**config.mk**
```make
export PLATFORM = sky130hd
export DESIGN_NAME = mask3_spn64_core
export DESIGN_NICKNAME = d
export VERILOG_FILES = /design/src/rtl/mask3_pkg.sv /design/src/rtl/mask3_share_fn.sv /design/src/rtl/mask3_nl_layer.sv /design/src/rtl/mask3_perm.sv /design/src/rtl/mask3_keysched.sv /design/src/rtl/mask3_spn64_core.sv
export SDC_FILE = /design/constraint.sdc
export NUM_CORES = 1
export LEC_CHECK = 0
export CORE_UTILIZATION = 25
export CTS_BUF_LIST = sky130_fd_sc_hd__clkbuf_16
export DETAILED_ROUTE_END_ITERATION = 10
export GPL_TIMING_DRIVEN = 0
export SYNTH_ARGS = -nofsm -noshare
export SYNTH_HDL_FRONTEND = slang
export SYNTH_SLANG_ARGS = --single-unit
```
**constraint.sdc**
```tcl
create_clock -name clk -period 2.41 [get_ports clk]
set_input_delay 0.3615 -clock clk [delete_from_list [all_inputs] [get_ports clk]]
set_output_delay 0.3615 -clock clk [all_outputs]
set_load 0.01 [all_outputs]
```
**src/rtl/mask3_pkg.sv**
```systemverilog
package mask3_pkg;

    localparam int unsigned BLK_W    = 64;
    localparam int unsigned KEY_W    = 80;
    localparam int unsigned NIB_W    = 4;
    localparam int unsigned ROUNDS   = 31;
    localparam int unsigned RND_W    = $clog2(ROUNDS + 1);
    localparam int unsigned RK_LSB   = KEY_W - BLK_W;

    // Nibble tables, entry 0 in the most significant nibble.
    localparam logic [63:0] SUB_TBL  = 64'hC56B90AD3EF84712;
    localparam logic [63:0] HALF_TBL = 64'hC905AF8D63EB4127;
    localparam logic [63:0] AFF_TBL  = 64'h8FDACB9E43160752;

    function automatic logic [3:0] nib_lookup(input logic [63:0] tbl, input logic [3:0] idx);
        return tbl[{~idx, 2'b00} +: 4];
    endfunction

    function automatic int unsigned perm_dest(input int unsigned src, input int unsigned width);
        if (src == width - 1) return src;
        return (src * (width / 4)) % (width - 1);
    endfunction

    typedef enum logic [2:0] {
        ST_IDLE, ST_KEYADD, ST_SBOX1, ST_SBOX2, ST_PERM, ST_FINAL
    } ctl_state_e;

    typedef struct packed {
        ctl_state_e         fsm;
        logic [RND_W-1:0]   rnd;
        logic [KEY_W-1:0]   key;
        logic [BLK_W-1:0]   s1;
        logic [BLK_W-1:0]   s2;
        logic [BLK_W-1:0]   s3;
        logic               done;
    } core_regs_t;

endpackage

```
**src/rtl/mask3_share_fn.sv**
```systemverilog
// One component of the shared quadratic map F for a single nibble.
// It uses two input shares only: F(xi^xj) ^ F(xj) ^ F(0).
// Optionally the affine map is applied to the result.
module mask3_share_fn
    import mask3_pkg::*;
#(
    parameter bit APPLY_AFF = 1'b0
) (
    input  logic [NIB_W-1:0] xi,
    input  logic [NIB_W-1:0] xj,
    output logic [NIB_W-1:0] y
);
    localparam logic [3:0] F_AT_ZERO = nib_lookup(HALF_TBL, 4'h0);

    logic [NIB_W-1:0] comp;

    always_comb begin
        comp = nib_lookup(HALF_TBL, xi ^ xj) ^ nib_lookup(HALF_TBL, xj) ^ F_AT_ZERO;
    end

    generate
        if (APPLY_AFF) begin : g_aff
            assign y = nib_lookup(AFF_TBL, comp);
        end else begin : g_plain
            assign y = comp;
        end
    endgenerate
endmodule

```
**src/rtl/mask3_nl_layer.sv**
```systemverilog
// One stage of the three-share nonlinear layer across the whole block.
module mask3_nl_layer
    import mask3_pkg::*;
#(
    parameter int unsigned WIDTH     = BLK_W,
    parameter bit          APPLY_AFF = 1'b0
) (
    input  logic [WIDTH-1:0] a1,
    input  logic [WIDTH-1:0] a2,
    input  logic [WIDTH-1:0] a3,
    output logic [WIDTH-1:0] y1,
    output logic [WIDTH-1:0] y2,
    output logic [WIDTH-1:0] y3
);
    localparam int unsigned NNIB = WIDTH / NIB_W;

    generate
        for (genvar n = 0; n < NNIB; n++) begin : g_nib
            // Output share k never sees input share k.
            mask3_share_fn #(.APPLY_AFF(APPLY_AFF)) u_c1 (
                .xi(a2[n*NIB_W +: NIB_W]), .xj(a3[n*NIB_W +: NIB_W]), .y(y1[n*NIB_W +: NIB_W]));
            mask3_share_fn #(.APPLY_AFF(APPLY_AFF)) u_c2 (
                .xi(a3[n*NIB_W +: NIB_W]), .xj(a1[n*NIB_W +: NIB_W]), .y(y2[n*NIB_W +: NIB_W]));
            mask3_share_fn #(.APPLY_AFF(APPLY_AFF)) u_c3 (
                .xi(a1[n*NIB_W +: NIB_W]), .xj(a2[n*NIB_W +: NIB_W]), .y(y3[n*NIB_W +: NIB_W]));
        end
    endgenerate
endmodule

```
**src/rtl/mask3_perm.sv**
```systemverilog
// Bit permutation, applied to one share.
module mask3_perm
    import mask3_pkg::*;
#(
    parameter int unsigned WIDTH = BLK_W
) (
    input  logic [WIDTH-1:0] din,
    output logic [WIDTH-1:0] dout
);
    generate
        for (genvar i = 0; i < WIDTH; i++) begin : g_bit
            localparam int unsigned DST = perm_dest(i, WIDTH);
            assign dout[DST] = din[i];
        end
    endgenerate
endmodule

```
**src/rtl/mask3_keysched.sv**
```systemverilog
// Next key register value: rotate, substitute top nibble, add round count.
module mask3_keysched
    import mask3_pkg::*;
#(
    parameter int unsigned KW   = KEY_W,
    parameter int unsigned ROT  = 61,
    parameter int unsigned CLSB = 15
) (
    input  logic [KW-1:0]    key_cur,
    input  logic [RND_W-1:0] rnd,
    output logic [KW-1:0]    key_nxt
);
    logic [KW-1:0] rot;

    always_comb begin
        rot = (key_cur << ROT) | (key_cur >> (KW - ROT));
        key_nxt = rot;
        key_nxt[KW-1 -: NIB_W] = nib_lookup(SUB_TBL, rot[KW-1 -: NIB_W]);
        key_nxt[CLSB +: RND_W] = rot[CLSB +: RND_W] ^ rnd;
    end
endmodule

```
**src/rtl/mask3_spn64_core.sv**
```systemverilog
module mask3_spn64_core
    import mask3_pkg::*;
(
    input  logic              clk,
    input  logic              rst_n,
    input  logic              start,
    input  logic [BLK_W-1:0]  pt_sh1,
    input  logic [BLK_W-1:0]  pt_sh2,
    input  logic [BLK_W-1:0]  pt_sh3,
    input  logic [KEY_W-1:0]  key_in,
    output logic              done,
    output logic [BLK_W-1:0]  ct_sh1,
    output logic [BLK_W-1:0]  ct_sh2,
    output logic [BLK_W-1:0]  ct_sh3
);
    core_regs_t r_q, r_d;

    logic [BLK_W-1:0] st1_y1, st1_y2, st1_y3;
    logic [BLK_W-1:0] st2_y1, st2_y2, st2_y3;
    logic [BLK_W-1:0] pm1, pm2, pm3;
    logic [KEY_W-1:0] key_nxt;
    logic [BLK_W-1:0] rkey;

    assign rkey = r_q.key[KEY_W-1:RK_LSB];

    mask3_nl_layer #(.WIDTH(BLK_W), .APPLY_AFF(1'b1)) u_stage1 (
        .a1(r_q.s1), .a2(r_q.s2), .a3(r_q.s3), .y1(st1_y1), .y2(st1_y2), .y3(st1_y3));

    mask3_nl_layer #(.WIDTH(BLK_W), .APPLY_AFF(1'b0)) u_stage2 (
        .a1(r_q.s1), .a2(r_q.s2), .a3(r_q.s3), .y1(st2_y1), .y2(st2_y2), .y3(st2_y3));

    mask3_perm #(.WIDTH(BLK_W)) u_perm1 (.din(r_q.s1), .dout(pm1));
    mask3_perm #(.WIDTH(BLK_W)) u_perm2 (.din(r_q.s2), .dout(pm2));
    mask3_perm #(.WIDTH(BLK_W)) u_perm3 (.din(r_q.s3), .dout(pm3));

    mask3_keysched u_ks (.key_cur(r_q.key), .rnd(r_q.rnd), .key_nxt(key_nxt));

    always_comb begin
        r_d      = r_q;
        r_d.done = 1'b0;
        unique case (r_q.fsm)
            ST_IDLE: begin
                if (start) begin
                    r_d.s1  = pt_sh1;
                    r_d.s2  = pt_sh2;
                    r_d.s3  = pt_sh3;
                    r_d.key = key_in;
                    r_d.rnd = RND_W'(1);
                    r_d.fsm = ST_KEYADD;
                end
            end
            ST_KEYADD: begin
                r_d.s1  = r_q.s1 ^ rkey;
                r_d.fsm = ST_SBOX1;
            end
            ST_SBOX1: begin
                r_d.s1  = st1_y1;
                r_d.s2  = st1_y2;
                r_d.s3  = st1_y3;
                r_d.fsm = ST_SBOX2;
            end
            ST_SBOX2: begin
                r_d.s1  = st2_y1;
                r_d.s2  = st2_y2;
                r_d.s3  = st2_y3;
                r_d.fsm = ST_PERM;
            end
            ST_PERM: begin
                r_d.s1  = pm1;
                r_d.s2  = pm2;
                r_d.s3  = pm3;
                r_d.key = key_nxt;
                if (r_q.rnd == RND_W'(ROUNDS)) begin
                    r_d.fsm = ST_FINAL;
                end else begin
                    r_d.rnd = r_q.rnd + RND_W'(1);
                    r_d.fsm = ST_KEYADD;
                end
            end
            ST_FINAL: begin
                r_d.s1   = r_q.s1 ^ rkey;
                r_d.done = 1'b1;
                r_d.fsm  = ST_IDLE;
            end
            default: r_d.fsm = ST_IDLE;
        endcase
    end

    always_ff @(posedge clk or negedge rst_n) begin
        if (!rst_n) begin
            r_q.fsm  <= ST_IDLE;
            r_q.rnd  <= RND_W'(1);
            r_q.key  <= '0;
            r_q.s1   <= '0;
            r_q.s2   <= '0;
            r_q.s3   <= '0;
            r_q.done <= 1'b0;
        end else begin
            r_q <= r_d;
        end
    end

    assign done   = r_q.done;
    assign ct_sh1 = r_q.s1;
    assign ct_sh2 = r_q.s2;
    assign ct_sh3 = r_q.s3;


    done_pulse_chk: assert property (@(posedge clk) disable iff (!rst_n)
        done |=> !done);


    idle_hold_chk: assert property (@(posedge clk) disable iff (!rst_n)
        (r_q.fsm == ST_IDLE && !start) |=> ($stable(ct_sh1) && $stable(ct_sh2) && $stable(ct_sh3)));


    key_one_share_chk: assert property (@(posedge clk) disable iff (!rst_n)
        (r_q.fsm == ST_KEYADD || r_q.fsm == ST_FINAL) |=> ($stable(r_q.s2) && $stable(r_q.s3)));


    key_reg_hold_chk: assert property (@(posedge clk) disable iff (!rst_n)
        (r_q.fsm != ST_PERM && r_q.fsm != ST_IDLE) |=> $stable(r_q.key));


    round_range_chk: assert property (@(posedge clk) disable iff (!rst_n)
        (r_q.rnd >= RND_W'(1)) && (r_q.rnd <= RND_W'(ROUNDS)));


    done_source_chk: assert property (@(posedge clk) disable iff (!rst_n)
        $rose(done) |-> (r_q.fsm == ST_IDLE && $past(r_q.rnd) == RND_W'(ROUNDS)));

endmodule

```
# Word-level counts from Yosys, hierarchy flattened
# Index checks and enable logic that the tools add are counted.
# classes
add_sub_neg	1
eq_ne	8
shifts	145
n_mux	8
n_bitwise	293
reduce_logical	13
# op_table
cell	n
$shiftx 64x7->4 const A	145
$not 4->4	145
$pmux 128 s4	1
$xor 4x4->4	96
$pmux 64 s5	1
$mux 280	1
$pmux 85 s2	1
$not 2->2	48
$or 80x61->80	1
$xor 64x64->64	1
$pmux 3 s5	1
$reduce_and 3->1	3
$reduce_bool 4->1	2
$eq 3x2->1 const B	2
$eq 3x3->1 const B	2
$reduce_and 2->1	3
$add 5x1->5 const B	1
$eq 5x5->1 const B	1
$mux 5	1
$reduce_bool 5->1	1
$xor 5x5->5	1
$ne 2x2->1 const B	2
$eq 3x1->1 const B	1
$logic_not 3->1	1
6 further kinds	6
# word_totals
ff_bits	281
input_bits	275

# Logic depth before layout (Yosys ltp)
# depth
depth_word	8
mapped_depth	11
depth_no_buf	9

# Cells and area by module
# A second synthesis with hierarchy kept.
# hier_totals
hier_cells	5835
hier_area_um2	45348.5
# modules_own_cells
mod	instances	cells_per_inst	area_per_inst_um2	seq_area_each_um2
mask3_spn64_core	1	2333	19842.8	7033.0
mask3_share_fn (u_stage1.g_nib[0].u_c1 ...)	48	35	244.0	0.0
mask3_share_fn (u_stage2.g_nib[0].u_c1 ...)	48	32	241.5	0.0
mask3_perm	3	64	480.5	0.0
mask3_keysched	1	94	762.0	0.0

# Least setup slack after synthesis
# OpenSTA, ideal clock, no wires.
# synth_timing
path_type	flip-flop to flip-flop
startpoint	reg r_q (netlist bit ct_sh3[60])
endpoint	reg r_q (netlist bit ct_sh1[62])
setup_ns	0.078
t_arrival_ns	2.300
setup_slack_ns	0.032
path_stages_with_launch	10
period_less_slack_ns	2.378
cell_sequence	dfrtp_1 -> clkbuf_1 -> clkinv_1 -> ha_1 -> mux2_2 -> o21ai_0 -> xor2_1 -> mux2i_1 -> o21ai_0 -> a21oi_1
# synth_between
elab_chain_len	8
elab_cells_between_ends	10
# synth_lines
item	line	text
start, declared	mask3_spn64_core.sv:16	core_regs_t r_q, r_d;
start signal, assigned	mask3_spn64_core.sv:99	r_q <= r_d;
$xor 4x4->4	mask3_share_fn.sv:18	comp = nib_lookup(HALF_TBL, xi ^ xj) ^ nib_lookup(HALF_TBL, xj) ^ F_AT_ZERO;
$not 4->4	mask3_pkg.sv:16	return tbl[{~idx, 2'b00} +: 4];
$shiftx 64x7->4	mask3_pkg.sv:16	
$xor 4x4->4 *	mask3_share_fn.sv:18	
$not 2->2 (no line)	n/a	
$not 4->4	mask3_pkg.sv:16	
$shiftx 64x7->4	mask3_pkg.sv:16	
$pmux 64 s5 *	mask3_spn64_core.sv:41	unique case (r_q.fsm)
# Mark *: on every way between the ends. The rest lies on a longest branch, timed or not.
# A chain may end at the register's enable or synchronous reset.

# Final worst setup path
# layout_timing
startpoint	reg r_q[279] in the netlist's numbering
endpoint	reg r_q (netlist bit ct_sh2[61])
# layout_between
elab_chain_len	3
elab_cells_between_ends	8
# layout_lines
item	line
$eq 3x3->1 (tied with other cells)	mask3_spn64_core.sv:41
$reduce_bool 4->1 (no line) / $ne 2x2->1 (equally long branches)	n/a
$reduce_and 2->1 (no line)	n/a
# Parallel ways exist; a longest one is shown, timed or not.

==> results.toml <==
[global_route]
grt_pass1_wl_um = 296000
grt_pass1_vias = 32700
track_usage_pct = 36.5
grt_max_degree = 101
grt_overflow = 0
antenna_found_initial = 19

[placement]
hpwl_um = 174000
gp_congestion = 1.06
io_buffers = 466

[cts]
clkSinkCount = 281
cts_made_buffers = 40
cts_buffer_depth = 3
clk_latency_ns = 0.67
clockRootBuffer = "clkbuf_16"
htree_levels = 2
clkSlewWorstSetupHoldPaths_ns = 0.07
cts_tree = "built"

[detailed_routing]
drtIter0Drc = 5300
wirelength_um = 228000
num_vias = 35500
vias_per_cell = 5.90
drcViolationCount = 0
dr.pass1.iters = 7
post_drt_wl_per_cell_um = 37.8
ant_nets = 0

[setup_path]
crit_required_ns = 2.92
critPathCaptureType = "flop"
slowest_stage = "dfrtp_2"
crit_top_cell = "clkbuf_4"
cp_data_arrival_time_ns = 3.08
cp_cell_sequence = "inv_4, clkbuf_4, clkbuf_4, a211oi_1, a31oi_1, a21oi_1, o21ai_0"
worstPathMaxFanout = 10
cpPeakStageDelay_ns = 0.50
start_kind = "flop"
critPathTopFamily = "buffers and inverters"
path_buf_inv = 3
worstSetupPathType = "reg -> reg"

[floorplan]
dieArea_um2 = 120000
die_h_um = 346
die_x_um = 346
start_util_pct = 25.3
pin_count = 468
core_um2 = 117000
row_count = 125

[layout]
drive_gt1_share_pct = 19.1
syn_to_final_growth_pct = 34.4
regArea_um2 = 7070
multi_input_area_um2 = 19400
finish.utilization_pct = 34.0
layout.nets = 4792
fill_cells = 12500

[timing]
slew_violations = 0
setup_slack_ns = -0.162
grt_setup_unrepaired = "true"
setup_viol = 23
relSlewSlack_pct = 25.8
worst_pin_slew_ns = 1.11
hold_violations = 0
timing.final.crit_share_pct = 107
finalClockSkew_ns = 0.0577
timing.fmax_ghz = 0.389
fin_crit_ns = 2.57

[logic_synthesis]
synth_cell_types = 71
synth-edff-count = 0
yosysSeqAreaShare_pct = 23.8
syn_avg_cell_area_um2 = 7.61
syn_inst = 3882
yosys_most_used_dff = "dfrtp_1"
yosysWarnings = 0
mappedNetlistNets = 4224
ys_async_sr_fraction_pct = 100
syn_area_um2 = 29500
synth-seq-cells = 281

[hold_path]
min_path_type = "in -> reg"

[run_status]
violations = "setup timing"
status = "finished, violations left"

[flow_run]
drv_cap = 0
==> repair_timing <==
action | 4_1_cts | 5_1_grt
setup endpoints to repair | 286 | 142
hold endpoints to repair | 98 | 0
gates resized for setup | 496 | 145
setup buffers | 29 | 32
pin swaps | 18 | 18
hold buffers | 1 | 0
==> per-stage QoR <==
stage | area (um2) | std cells | TNS [ns] | setup WS [ns] | hold slack, ns
floorplan | 29500 | 3882 | 0 | 0.0322 | 0.0659
global placement | 36100 | 5872 | -4015.81 | -13.11 | 0.524
detailed placement | 36300 | 5880 | -280.31 | -1.98 | 0.494
CTS | 39000 | 5978 | -0.115 | -0.0824 | 0.285
global route | 39700 | 6009 | -0.0228 | -0.0179 | 0.335
finish | 39700 | 6019 | -0.927 | -0.162 | 0.294
==> path summary, 6_finish.rpt <==
path | startpoint | endpoint | slack [ns] | depth (start not counted)
worst max-delay path | r_q[279]$_DFFE_PN0P_ | ct_sh2[61]$_DFFE_PN0P_ | -0.16 | 7
worst min register to register | r_q[197]$_DFFE_PN0P_ | r_q[258]$_DFFE_PN0P_ | 0.54 | 2
worst max register to register | r_q[279]$_DFFE_PN0P_ | ct_sh2[61]$_DFFE_PN0P_ | -0.16 | 7
worst min-delay path | key_in[6] | r_q[199]$_DFFE_PN0P_ | 0.29 | 3
min in group asynchronous | rst_n | ct_sh1[12]$_DFFE_PN0P_ | 0.41 | 2
max in group asynchronous | rst_n | ct_sh3[8]$_DFFE_PN0P_ | 0.81 | 3
==> state kept, by name, summed over array words and instances, names as in the netlist <==
name    flops
ct_sh3     64
done        1
ct_sh1     64
r_q        88
ct_sh2     64
==> tightest hold or removal path, delay by kind of cell <==
kind | cells | cell delay (ns)
AOI/OAI and AO/OA | 1 | 0.07
buffers and inverters | 1 | 0.39
and+or+nand+nor | 1 | 0.06
==> kinds of logic (layout without fill, tap and decap cells) <==
| group | after synthesis | in the layout | synth area share, % |
|---|---|---|---|
| AO/OA/AOI/OAI | 1133 | 1133 | 24.0 |
| buffers and inverters | 712 | 1312 | 12.8 |
| adder cells (fa/ha/maj) | 125 | 125 | 4.83 |
| other | 0 | 13 | 0 |
| XOR/XNOR | 643 | 643 | 19.6 |
| AND/OR/NAND/NOR | 946 | 946 | 13.5 |
| flip-flops | 281 | 281 | 23.8 |
| multiplexers | 42 | 42 | 1.44 |
==> routing by layer <==
layer  vias to the layer above  track usage, %  share of wire, %
met4                         6            23.0               7.4
met3                       736            13.1                13
li1                      14400               -                 -
met1                     17500            45.7                39
met2                      2908            52.7                41
met5                         -               0             0.018
==> synth_stat cells, drive strengths merged (8+ instances only) <==
master / number / area, um2
clkbuf: 174 / 654
nor2: 273 / 1030
nor3: 17 / 85.1
nand2: 504 / 1890
o21ai: 232 / 1160
xor2: 195 / 1710
xnor2: 439 / 3890
nor2b: 32 / 200
nand3: 15 / 75.1
maj3: 58 / 588
a22oi: 88 / 661
a21oi: 324 / 1620
inv: 107 / 402
dfrtp: 280 / 7010
ha: 67 / 838
a32oi: 15 / 139
buf: 428 / 2710
a31o: 8 / 70.1
o22ai: 85 / 532
a221oi: 92 / 806
a211oi: 51 / 383
o221ai: 24 / 210
a31oi: 148 / 926
nand3b: 39 / 293
xnor3: 9 / 203
nand2b: 43 / 269
o211ai: 16 / 120
mux2i: 37 / 370
==> area by class of cell <==
class	count	share of cell area, %
buffer	592	10.6
tap	1524	4.80
clock buffer	40	2.52
antenna	13	0.0819
sequential	281	17.8
multi-input combinational	2889	49.0
inverter	110	1.20
clock inverter	34	0.530
timing repair buffer	536	13.4
==> placed cells by master, fill, tap and decap left out, drive strengths merged, types with 8 or more instances in the layout <==
cell	n
xnor2	439
nor3	17
o21ai	232
nand2	504
xor2	195
buf	494
o221ai	24
clkinvlp	16
nand2b	43
nor2b	32
a211oi	51
a31oi	148
clkdlybuf4s50	465
a221oi	92
clkinv	22
nand3b	39
a32oi	15
nand3	15
o22ai	85
inv	105
clkbuf	205
a21oi	324
ha	67
a31o	8
xnor3	9
o211ai	16
a22oi	88
dfrtp	280
diode	13
mux2i	37
maj3	58
nor2	273
Power is left out: the tool's default activity adds up to more than one toggle a clock period on the data nets, which glitch-free logic cannot reach.
